$ cat config.mk
export PLATFORM = sky130hd
export DESIGN_NAME = tapped_delay_ram
export DESIGN_NICKNAME = d
export VERILOG_FILES = /design/src/rtl/tdr_pkg.sv /design/src/rtl/tdr_addr_ctrl.sv /design/src/rtl/tdr_ram_seg.sv /design/src/rtl/tapped_delay_ram.sv
export SDC_FILE = /design/constraint.sdc
export NUM_CORES = 1
export LEC_CHECK = 0
export CORE_MARGIN = 4
export CORE_UTILIZATION = 55
export CTS_CLUSTER_DIAMETER = 30
export DETAILED_ROUTE_END_ITERATION = 12
export DONT_BUFFER_PORTS = 1
export PLACE_DENSITY = 0.7
export SLEW_MARGIN = 20
export SYNTH_ARGS = -nofsm -noshare
export SYNTH_HDL_FRONTEND = slang
export SYNTH_SLANG_ARGS = --single-unit
$ cat constraint.sdc
create_clock -name clk_i -period 12 [get_ports clk_i]
set_input_delay 2.4 -clock clk_i [delete_from_list [all_inputs] [get_ports clk_i]]
set_output_delay 2.4 -clock clk_i [all_outputs]
set_load 0.03 [all_outputs]
$ cat src/rtl/tdr_pkg.sv
package tdr_pkg;

    // Smallest tap spacing the read-ahead addressing supports.
    localparam int unsigned MIN_TAP_GAP = 2;

    // Bits needed to index n entries, at least one.
    function automatic int unsigned idx_bits(input int unsigned n);
        return (n < 2) ? 1 : $clog2(n);
    endfunction

endpackage

$ cat src/rtl/tdr_addr_ctrl.sv
module tdr_addr_ctrl #(
    parameter int unsigned TAP_GAP = 3,
    parameter int unsigned TAP_CNT = 4,
    localparam int unsigned AW     = tdr_pkg::idx_bits(TAP_GAP)
) (
    input  logic          clk_i,
    input  logic          srst_i,
    input  logic          ce_i,
    output logic [AW-1:0] wr_addr_o,
    output logic [AW-1:0] rd_addr_o,
    output logic          full_o
);
    localparam int unsigned DEPTH = TAP_GAP * TAP_CNT;
    localparam int unsigned CW    = tdr_pkg::idx_bits(DEPTH + 2);
    localparam logic [AW-1:0] LAST_PTR = AW'(TAP_GAP - 1);
    localparam logic [CW-1:0] FULL_CNT = CW'(DEPTH + 1);

    typedef struct packed {
        logic [AW-1:0] ptr;
        logic [CW-1:0] fill;
    } ctrl_t;

    ctrl_t st_d, st_q;

    always_comb begin
        st_d = st_q;
        if (srst_i) begin
            st_d.ptr  = '0;
            st_d.fill = '0;
        end else if (ce_i) begin
            st_d.ptr = (st_q.ptr == LAST_PTR) ? '0 : st_q.ptr + AW'(1);
            if (st_q.fill != FULL_CNT) begin
                st_d.fill = st_q.fill + CW'(1);
            end
        end
    end

    always_ff @(posedge clk_i) begin
        st_q <= st_d;
    end

    // Read one slot ahead of the write: that slot was written TAP_GAP-1
    // enables ago, and the read register adds the last stage of delay.
    assign wr_addr_o = st_q.ptr;
    assign rd_addr_o = (st_q.ptr == LAST_PTR) ? '0 : st_q.ptr + AW'(1);
    assign full_o    = (st_q.fill == FULL_CNT);

endmodule

$ cat src/rtl/tdr_ram_seg.sv
module tdr_ram_seg #(
    parameter int unsigned WORD_W  = 8,
    parameter int unsigned TAP_GAP = 3,
    localparam int unsigned AW     = tdr_pkg::idx_bits(TAP_GAP)
) (
    input  logic              clk_i,
    input  logic              srst_i,
    input  logic              ce_i,
    input  logic [AW-1:0]     wr_addr_i,
    input  logic [AW-1:0]     rd_addr_i,
    input  logic [WORD_W-1:0] wr_data_i,
    output logic [WORD_W-1:0] rd_data_o
);
    logic [WORD_W-1:0] mem [TAP_GAP];
    logic [WORD_W-1:0] rd_d, rd_q;

    // Write port: plain storage, no reset.
    always_ff @(posedge clk_i) begin
        if (ce_i) begin
            mem[wr_addr_i] <= wr_data_i;
        end
    end

    // Read port: registered, advances only with the enable.
    always_comb begin
        rd_d = rd_q;
        if (srst_i) begin
            rd_d = '0;
        end else if (ce_i) begin
            rd_d = mem[rd_addr_i];
        end
    end

    always_ff @(posedge clk_i) begin
        rd_q <= rd_d;
    end

    assign rd_data_o = rd_q;

endmodule

$ cat src/rtl/tapped_delay_ram.sv
module tapped_delay_ram #(
    parameter int unsigned WORD_W  = 8,
    parameter int unsigned TAP_GAP = 3,
    parameter int unsigned TAP_CNT = 4
) (
    input  logic                      clk_i,
    input  logic                      srst_i,
    input  logic                      ce_i,
    input  logic [WORD_W-1:0]         din_i,
    output logic [WORD_W*TAP_CNT-1:0] taps_o,
    output logic [WORD_W-1:0]         dout_o
);
    localparam int unsigned AW = tdr_pkg::idx_bits(TAP_GAP);

    if (TAP_GAP < tdr_pkg::MIN_TAP_GAP) begin : g_bad_gap
        $error("TAP_GAP must be at least 2");
    end

    typedef struct packed {
        logic [WORD_W-1:0] word;
    } in_t;

    in_t               in_d, in_q;
    logic [AW-1:0]     wr_addr, rd_addr;
    logic              full;
    logic [WORD_W-1:0] seg_out [TAP_CNT];

    // Input stage: one register ahead of the first segment.
    always_comb begin
        in_d = in_q;
        if (srst_i) begin
            in_d.word = '0;
        end else if (ce_i) begin
            in_d.word = din_i;
        end
    end

    always_ff @(posedge clk_i) begin
        in_q <= in_d;
    end

    tdr_addr_ctrl #(
        .TAP_GAP (TAP_GAP),
        .TAP_CNT (TAP_CNT)
    ) u_ctrl (
        .clk_i     (clk_i),
        .srst_i    (srst_i),
        .ce_i      (ce_i),
        .wr_addr_o (wr_addr),
        .rd_addr_o (rd_addr),
        .full_o    (full)
    );

    for (genvar k = 0; k < TAP_CNT; k++) begin : g_seg
        logic [WORD_W-1:0] seg_in;
        if (k == 0) begin : g_head
            assign seg_in = in_q.word;
        end else begin : g_link
            assign seg_in = seg_out[k-1];
        end

        tdr_ram_seg #(
            .WORD_W  (WORD_W),
            .TAP_GAP (TAP_GAP)
        ) u_seg (
            .clk_i     (clk_i),
            .srst_i    (srst_i),
            .ce_i      (ce_i),
            .wr_addr_i (wr_addr),
            .rd_addr_i (rd_addr),
            .wr_data_i (seg_in),
            .rd_data_o (seg_out[k])
        );

        // Segment k lags by (k+1)*TAP_GAP words; the oldest tap is on top.
        assign taps_o[k*WORD_W +: WORD_W] = full ? seg_out[k] : '0;
    end

    assign dout_o = full ? seg_out[TAP_CNT-1] : '0;

endmodule

==> metrics.txt, run 1 <==
Synth Net Count=between 400 and 500; vias in the first global route=~3200; htree depth=4; RSZ-0062 raised after global routing=false; drt first pass iters=4; Bufs and invs on worst path=1; Antenna Cells=0; dpl hpwl=5450 um; WL/cell=about 18 um; setup_tns=0 ns; Crit path largest cell delay=0.55 ns; reg2reg path depth=4; worst-path maximum fanout=26; max_cap viols=0; cts hold-fix bufs=0; CTS Sinks=142; largest cells by area after synthesis=edfxtp_1 (52%), dfxtp_1 (17%), nor2b_1 (7.3%), o32ai_1 (5.0%), a211oi_1 (4.5%); Synth top area share=51.9%; endpoint class of the critical path=output port; largest net degree at the start of global routing=69; VDD IR max=about 0.085 mV; root buffer cell=clkbuf_8; Final min period=4.78 ns; CP max-delay cell=and2_1; clock buffer depth=2; RePlAce Congestion=approximately 0.71; mapped cell area=roughly 0.0056 mm^2; first-pass GRT wire length=around 16000 um; Initial Utilization=56.5%; site row count=36; kind of critical path=flop to output port; Die X=108 um; number of synthesized register bits=142; hold path cells=2; measured slew at the worst slew-check pin=0.865 ns; Worst-path clk slew=0.06 ns; Post-CTS Resized=0; Fillers=752; Port Buffers=0; GRT overflow=0; Hold WC Path Type=flop to flop; status=finished, final reports clean; Worst-Skew Late Latency=0.51 ns; sequential share of the synthesized area=68.5%; fmax=approximately 210 MHz; critical path arrival=around 2.4 ns; crit start category=flop; pwr dens=183 mW/mm^2; max_slew headroom=42.0%; Final ANT Viol Nets=0; vias=3098; layout cells sized above 1=under 10%; setup bufs post-CTS=0; antenna violations before repair=0; Post-Syn Instances=between 400 and 500; R2R Setup Slk=about 9.5 ns; nets=417; Unique masters post-synth=28; Die ar.=0.0118 mm^2; critical-path cell list=ha_1, and3_1, buf_4, and2_1; worst path required time=9.60 ns; Lkg Pwr=2.08 nW; Max Clock Skew=0.0172 ns; Setup violations, final=0; die height=108 um; via density per instance=5.63; Syn Area/Cell=13.3 um^2; CTS tree=built; gr usage total=18.1%; Initial DRC Count=179; core region area=0.00982 mm^2; Ys Warns=0; crit-path leading delay family=simple AND/OR/NAND/NOR gates; total stage count of the critical path=4; # IOs=51; DRC Markers=0; WL final=9860 um; Layout area overhead=10.5%; Slew Limit Fails=0; CTS buffer count=17; hold slack=approximately 0.48 ns; final hold viol count=0; period utilisation layout=39.8%; area leader, netlist=edfxtp_1
[synth_stat cells]
cell type,n
and3_1,1
nor3_1,3
o21ai_0,2
nor2b_1,65
nor3b_1,1
ha_1,2
inv_1,2
buf_2,8
nor2_1,11
and2_1,32
or3_1,2
inv_2,1
clkbuf_1,15
nand2_1,33
o21ba_2,1
mux2i_1,8
nand2b_1,1
dfxtp_1,46
nand3_1,1
clkbuf_2,1
o32ai_1,32
buf_6,1
a21oi_1,3
edfxtp_1,96
a211oi_1,33
mux2_2,1
nand4_1,1
buf_4,15
[worst reg2reg max path, cell delays in order, from the launching register on]
cell	delay [ns]
dfxtp_2	0.31
buf_4	0.56
nand2_1	0.18
nor2_2	0.70
buf_4	0.43
[through the flow]
stage / setup WS (ns) / std cells / utilization (%) / cell area (um^2) / power [mW]
after floorplan: 6.29 / 418 / - / 5550 / 0.617
after global placement: 7.76 / 518 / 56.6 / 5560 / 0.626
after detailed placement: 7.70 / 518 / 56.6 / 5560 / 0.628
after CTS: 7.15 / 550 / 62.5 / 6130 / 1.13
after global routing: 7.04 / 550 / 62.5 / 6130 / 1.16
final: 7.22 / 550 / 62.5 / 6130 / 1.12
[report_power, final]
| part | switching (mW) | leakage, nW | total [mW] | internal, mW |
|---|---|---|---|---|
| sequential | 0.0144 | 1.29 | 0.567 | 0.553 |
| combinational | 0.0301 | 0.516 | 0.0497 | 0.0195 |
| clock | 0.178 | 0.278 | 0.504 | 0.326 |
[layout by cell type, fill, tap and decap left out, types with 3 or more instances in the layout]
cell type   n
a21oi_1     3
clkbuf_1    6
dfxtp_1    44
and2_1     32
bufinv_16   3
edfxtp_1   96
nor2b_1    65
nand2_1    33
clkbuf_8    3
nor2_1     10
buf_4       7
mux2i_1     8
a211oi_1   33
o32ai_1    32
clkbuf_16  16
[layout make-up]
class                   count  area [um^2]  share of cell area (%)
inverters                   3         11.3                   0.184
repair buffers              7         52.6                   0.857
multi-input cells         233         1520                    24.8
flip-flops and latches    142         3810                    62.0
well taps                 133          166                    2.71
clock inverters             7          111                    1.82
clock buffers              25          464                    7.57
[path summary, 6_finish.rpt]
path | startpoint | endpoint
hold / removal | u_ctrl.st_q[3] | u_ctrl.st_q[3]
setup / recovery | u_ctrl.st_q[0] | dout_o[0]
setup reg to reg | u_ctrl.wr_addr_o[0] | g_seg[1].u_seg.mem[1][1]
hold reg to reg | u_ctrl.st_q[3] | u_ctrl.st_q[3]
[routing by layer]
| layer | wire, um | GRT usage [%] | vias to the layer above |
|---|---|---|---|
| met1 | 4210 | 22.0 | 1529 |
| met4 | 38 | 6.22 | 0 |
| li1 | - | - | 1491 |
| met2 | 5130 | 31.3 | 76 |
| met5 | 0 | 0 | - |
| met3 | 480 | 4.84 | 2 |
[cells by family after synthesis]
group / share of synthesized area (%)
multiplexers: 1.65
flip-flops: 68.5
buffers and inverters: 4.26
AND/OR/NAND/NOR: 15.0
AO/OA/AOI/OAI: 10.1
adder cells (fa/ha/maj): 0.451
[sequential cells by signal, indices dropped and copies added (netlist names)]
register               flops
g_seg.u_seg.rd_data_o     32
u_ctrl.st_q                4
g_seg.seg_in               8
u_ctrl.wr_addr_o           2
g_seg.u_seg.mem           96
Note: power is estimated with default switching activity, not from simulation.
==> run 2: changes to the inputs <==
Settings changed: ABC_AREA set to 1.
Clock period 12 ns to 4.8 ns, I/O delays scaled along.
==> metrics.txt, run 2 <==
status=finished, final reports clean; Worst-path clk slew=0.06 ns (about the same); max_slew headroom=40.1% (-1.9 points); DRC Markers=0 (unchanged); kind of critical path=flop to output port; die height=108 um (-0.26%); Synth Area in XOR/XNOR=0.159% (+0.16 points); Area after DPL=0.00558 mm^2 (+0.32%); Fillers=765 (+1.7%); max_cap viols=0 (unchanged); crit start category=flop; Setup violations, final=0 (unchanged); first-pass GRT wire length=17000 um (+6.2%); Initial Utilization=56.5% (-0.060 points); clock power share=48.8% (+3.8 points); Synth top area share=52.2% (+0.29 points); Slew Limit Fails=0 (unchanged); worst-path maximum fanout=33 (+27%); final design utilization=64.0% (+1.5 points); most instantiated library cell after synthesis=nand2_1; largest family of logic cells by synthesized area=simple AND/OR/NAND/NOR gates; via density per instance=5.13 (-8.9%); endpoint class of the critical path=output port; CTS tree=built; htree depth=4 (unchanged); max FFs per register=96 (unchanged); final instance area=0.00626 mm^2 (+2.0%); WL final=10300 um (+4.5%); Port Buffers=0 (unchanged); Worst-Skew Late Latency=0.53 ns (+0.02 ns); Post-synth ARST share=0% (unchanged); site row count=36 (unchanged); commonest cells in the synthesized netlist=nand2_1 (111), edfxtp_1 (96), inv_1 (68); period utilisation layout=between 70% and 80%; Post-Syn Instances=532 (+27%); pre-CTS setup slack=1.87 ns (-5.83 ns); area of the multi-input gates=0.00125 mm^2 (-18%); Ys Warns=0 (unchanged); final worst slack=1.35 ns (-5.87 ns); fmax=290 MHz; cts hold-fix bufs=0 (unchanged); mux contribution to synthesized area=0% (-1.6 points); clock buffer depth=2 (unchanged); critical path arrival=2.49 ns (+0.11 ns); root buffer cell=clkbuf_8; area leader, netlist=edfxtp_1; CTS Sinks=142 (unchanged); Hold WC Path Type=flop to flop; Post-Synth Adder-Cell Area=0.453% (+0.0026 points); RePlAce Congestion=0.740 (+3.8%); gr usage total=19.2% (+1.1 points); # IOs=51 (unchanged); power after layout=3.06 mW (+170%); CTS buffer count=17 (unchanged); layout cells sized above 1=9.24% (-0.35 points); WL/cell=15.3 um (-15%); measured slew at the worst slew-check pin=0.897 ns (+0.0322 ns); largest cells by area after synthesis=edfxtp_1 (52%), dfxtp_1 (17%), nand2_1 (7.5%), a21oi_1 (6.1%), inv_1 (4.6%); internal cell power=2.44 mW (+170%); nets=541 (+30%); vias=3460 (+12%); setup_tns=0 ns (unchanged); worst path required time=3.84 ns (-5.76 ns); Final ANT Viol Nets=0 (unchanged); Synth Flop Type=edfxtp_1; Synth Area in Simple Gates=15.1% (+0.15 points); antenna violations before repair=0 (unchanged); dpl hpwl=5450 um (about the same); sequential power share=46.4% (-4.2 points); Die X=108 um (-0.26%); Antenna Cells=0 (unchanged); pwr dens=489 mW/mm^2 (+170%); drt first pass iters=4 (unchanged); vias in the first global route=3455 (+8.3%); most frequent cells in the layout=nand2_1 (111), edfxtp_1 (96), inv_1 (68); Unique masters post-synth=20 (-29%); number of synthesized register bits=142 (unchanged); switching pwr=625 uW (+180%); setup bufs post-CTS=0 (unchanged); Lkg Pwr=2.58 nW (+24%); Synth Net Count=545 (+26%); Layout area overhead=13.4%; core region area=0.00977 mm^2 (-0.46%); Post-CTS Resized=0 (unchanged); switching share of power=20.4% (+0.60 points); Initial DRC Count=326 (+82%); most common cell after layout, fill and taps aside=nand2_1; Max Clock Skew=0.0106 ns (-0.00659 ns); post-synthesis compound-gate area fraction=6.80% (-3.3 points); Post-synth EDFFs=96 (unchanged); Die ar.=0.0117 mm^2 (-0.53%); Largest Register=g_seg.u_seg.mem; Syn Area/Cell=10.4 um^2 (-22%); GRT overflow=0 (unchanged); RSZ-0062 raised after global routing=false; combinational share of power=4.9% (+0.5 points); final hold viol count=0 (unchanged); largest net degree at the start of global routing=75 (+8.7%); sequential cell area=0.00380 mm^2 (about the same); VDD IR max=0.351 mV (+310%); Final min period=between 3 and 4 ns; sequential share of the synthesized area=68.9% (+0.39 points); mapped cell area=0.00552 mm^2 (-0.56%)
-- run 2: cell families after synthesis --
group	after synthesis
simple gates	205
flops	142
buf+inv	107
compound gates	75
fa+ha+maj	2
xor+xnor	1
-- run 2: final timing paths --
path	startpoint	to	slack, ns	depth (start not counted)
setup / recovery	u_ctrl.st_q[0]	taps_o[9]	1.35	3
hold / removal	g_seg[0].u_seg.rd_data_o[1]	g_seg[1].u_seg.mem[1][1]	0.47	0
setup reg to reg	u_ctrl.wr_addr_o[1]	g_seg[0].u_seg.mem[0][1]	2.06	5
hold reg to reg	g_seg[0].u_seg.rd_data_o[1]	g_seg[1].u_seg.mem[1][1]	0.47	0
-- run 2: final cells by class --
| type | instances | share of cell area (%) |
|---|---|---|
| Tap cell | 133 | 2.66 |
| Sequential cell | 142 | 60.8 |
| Clock buffer | 23 | 7.62 |
| Multi-Input combinational cell | 283 | 19.9 |
| Clock inverter | 9 | 3.24 |
| Timing Repair Buffer | 12 | 1.44 |
| Inverter | 72 | 4.32 |
-- run 2: per-stage QoR --
step                      std cells  hold WS [ns]
after floorplan                 532         0.438
after global placement          642         0.447
after detailed placement        642         0.458
after CTS                       674         0.471
after global routing            674         0.472
final                           674         0.472
-- run 2: layer usage --
metal  GRT usage (%)  vias to the layer above  wire [um]
met5               0                        -          0
li1                -                     1709          -
met4            8.48                        0        213
met2            31.0                      109       5050
met3            5.55                       19        645
met1            24.3                     1623       4400
-- run 2: power by group through the flow --
stage          sequential [mW]  combinational, mW  clock (mW)
6_report                  1.42              0.149        1.49
5_1_grt                   1.43              0.173        1.56
4_1_cts                   1.42              0.151        1.51
3_5_place_dp              1.44              0.149           0
3_3_place_gp              1.44              0.145           0
2_1_floorplan             1.43              0.124           0
-- run 2: worst max-delay path, stage by stage, from the launching register on --
cell	delay, ns
dfxtp_1	0.42
ha_1	0.22
nand3_2	0.56
nor2_1	0.72
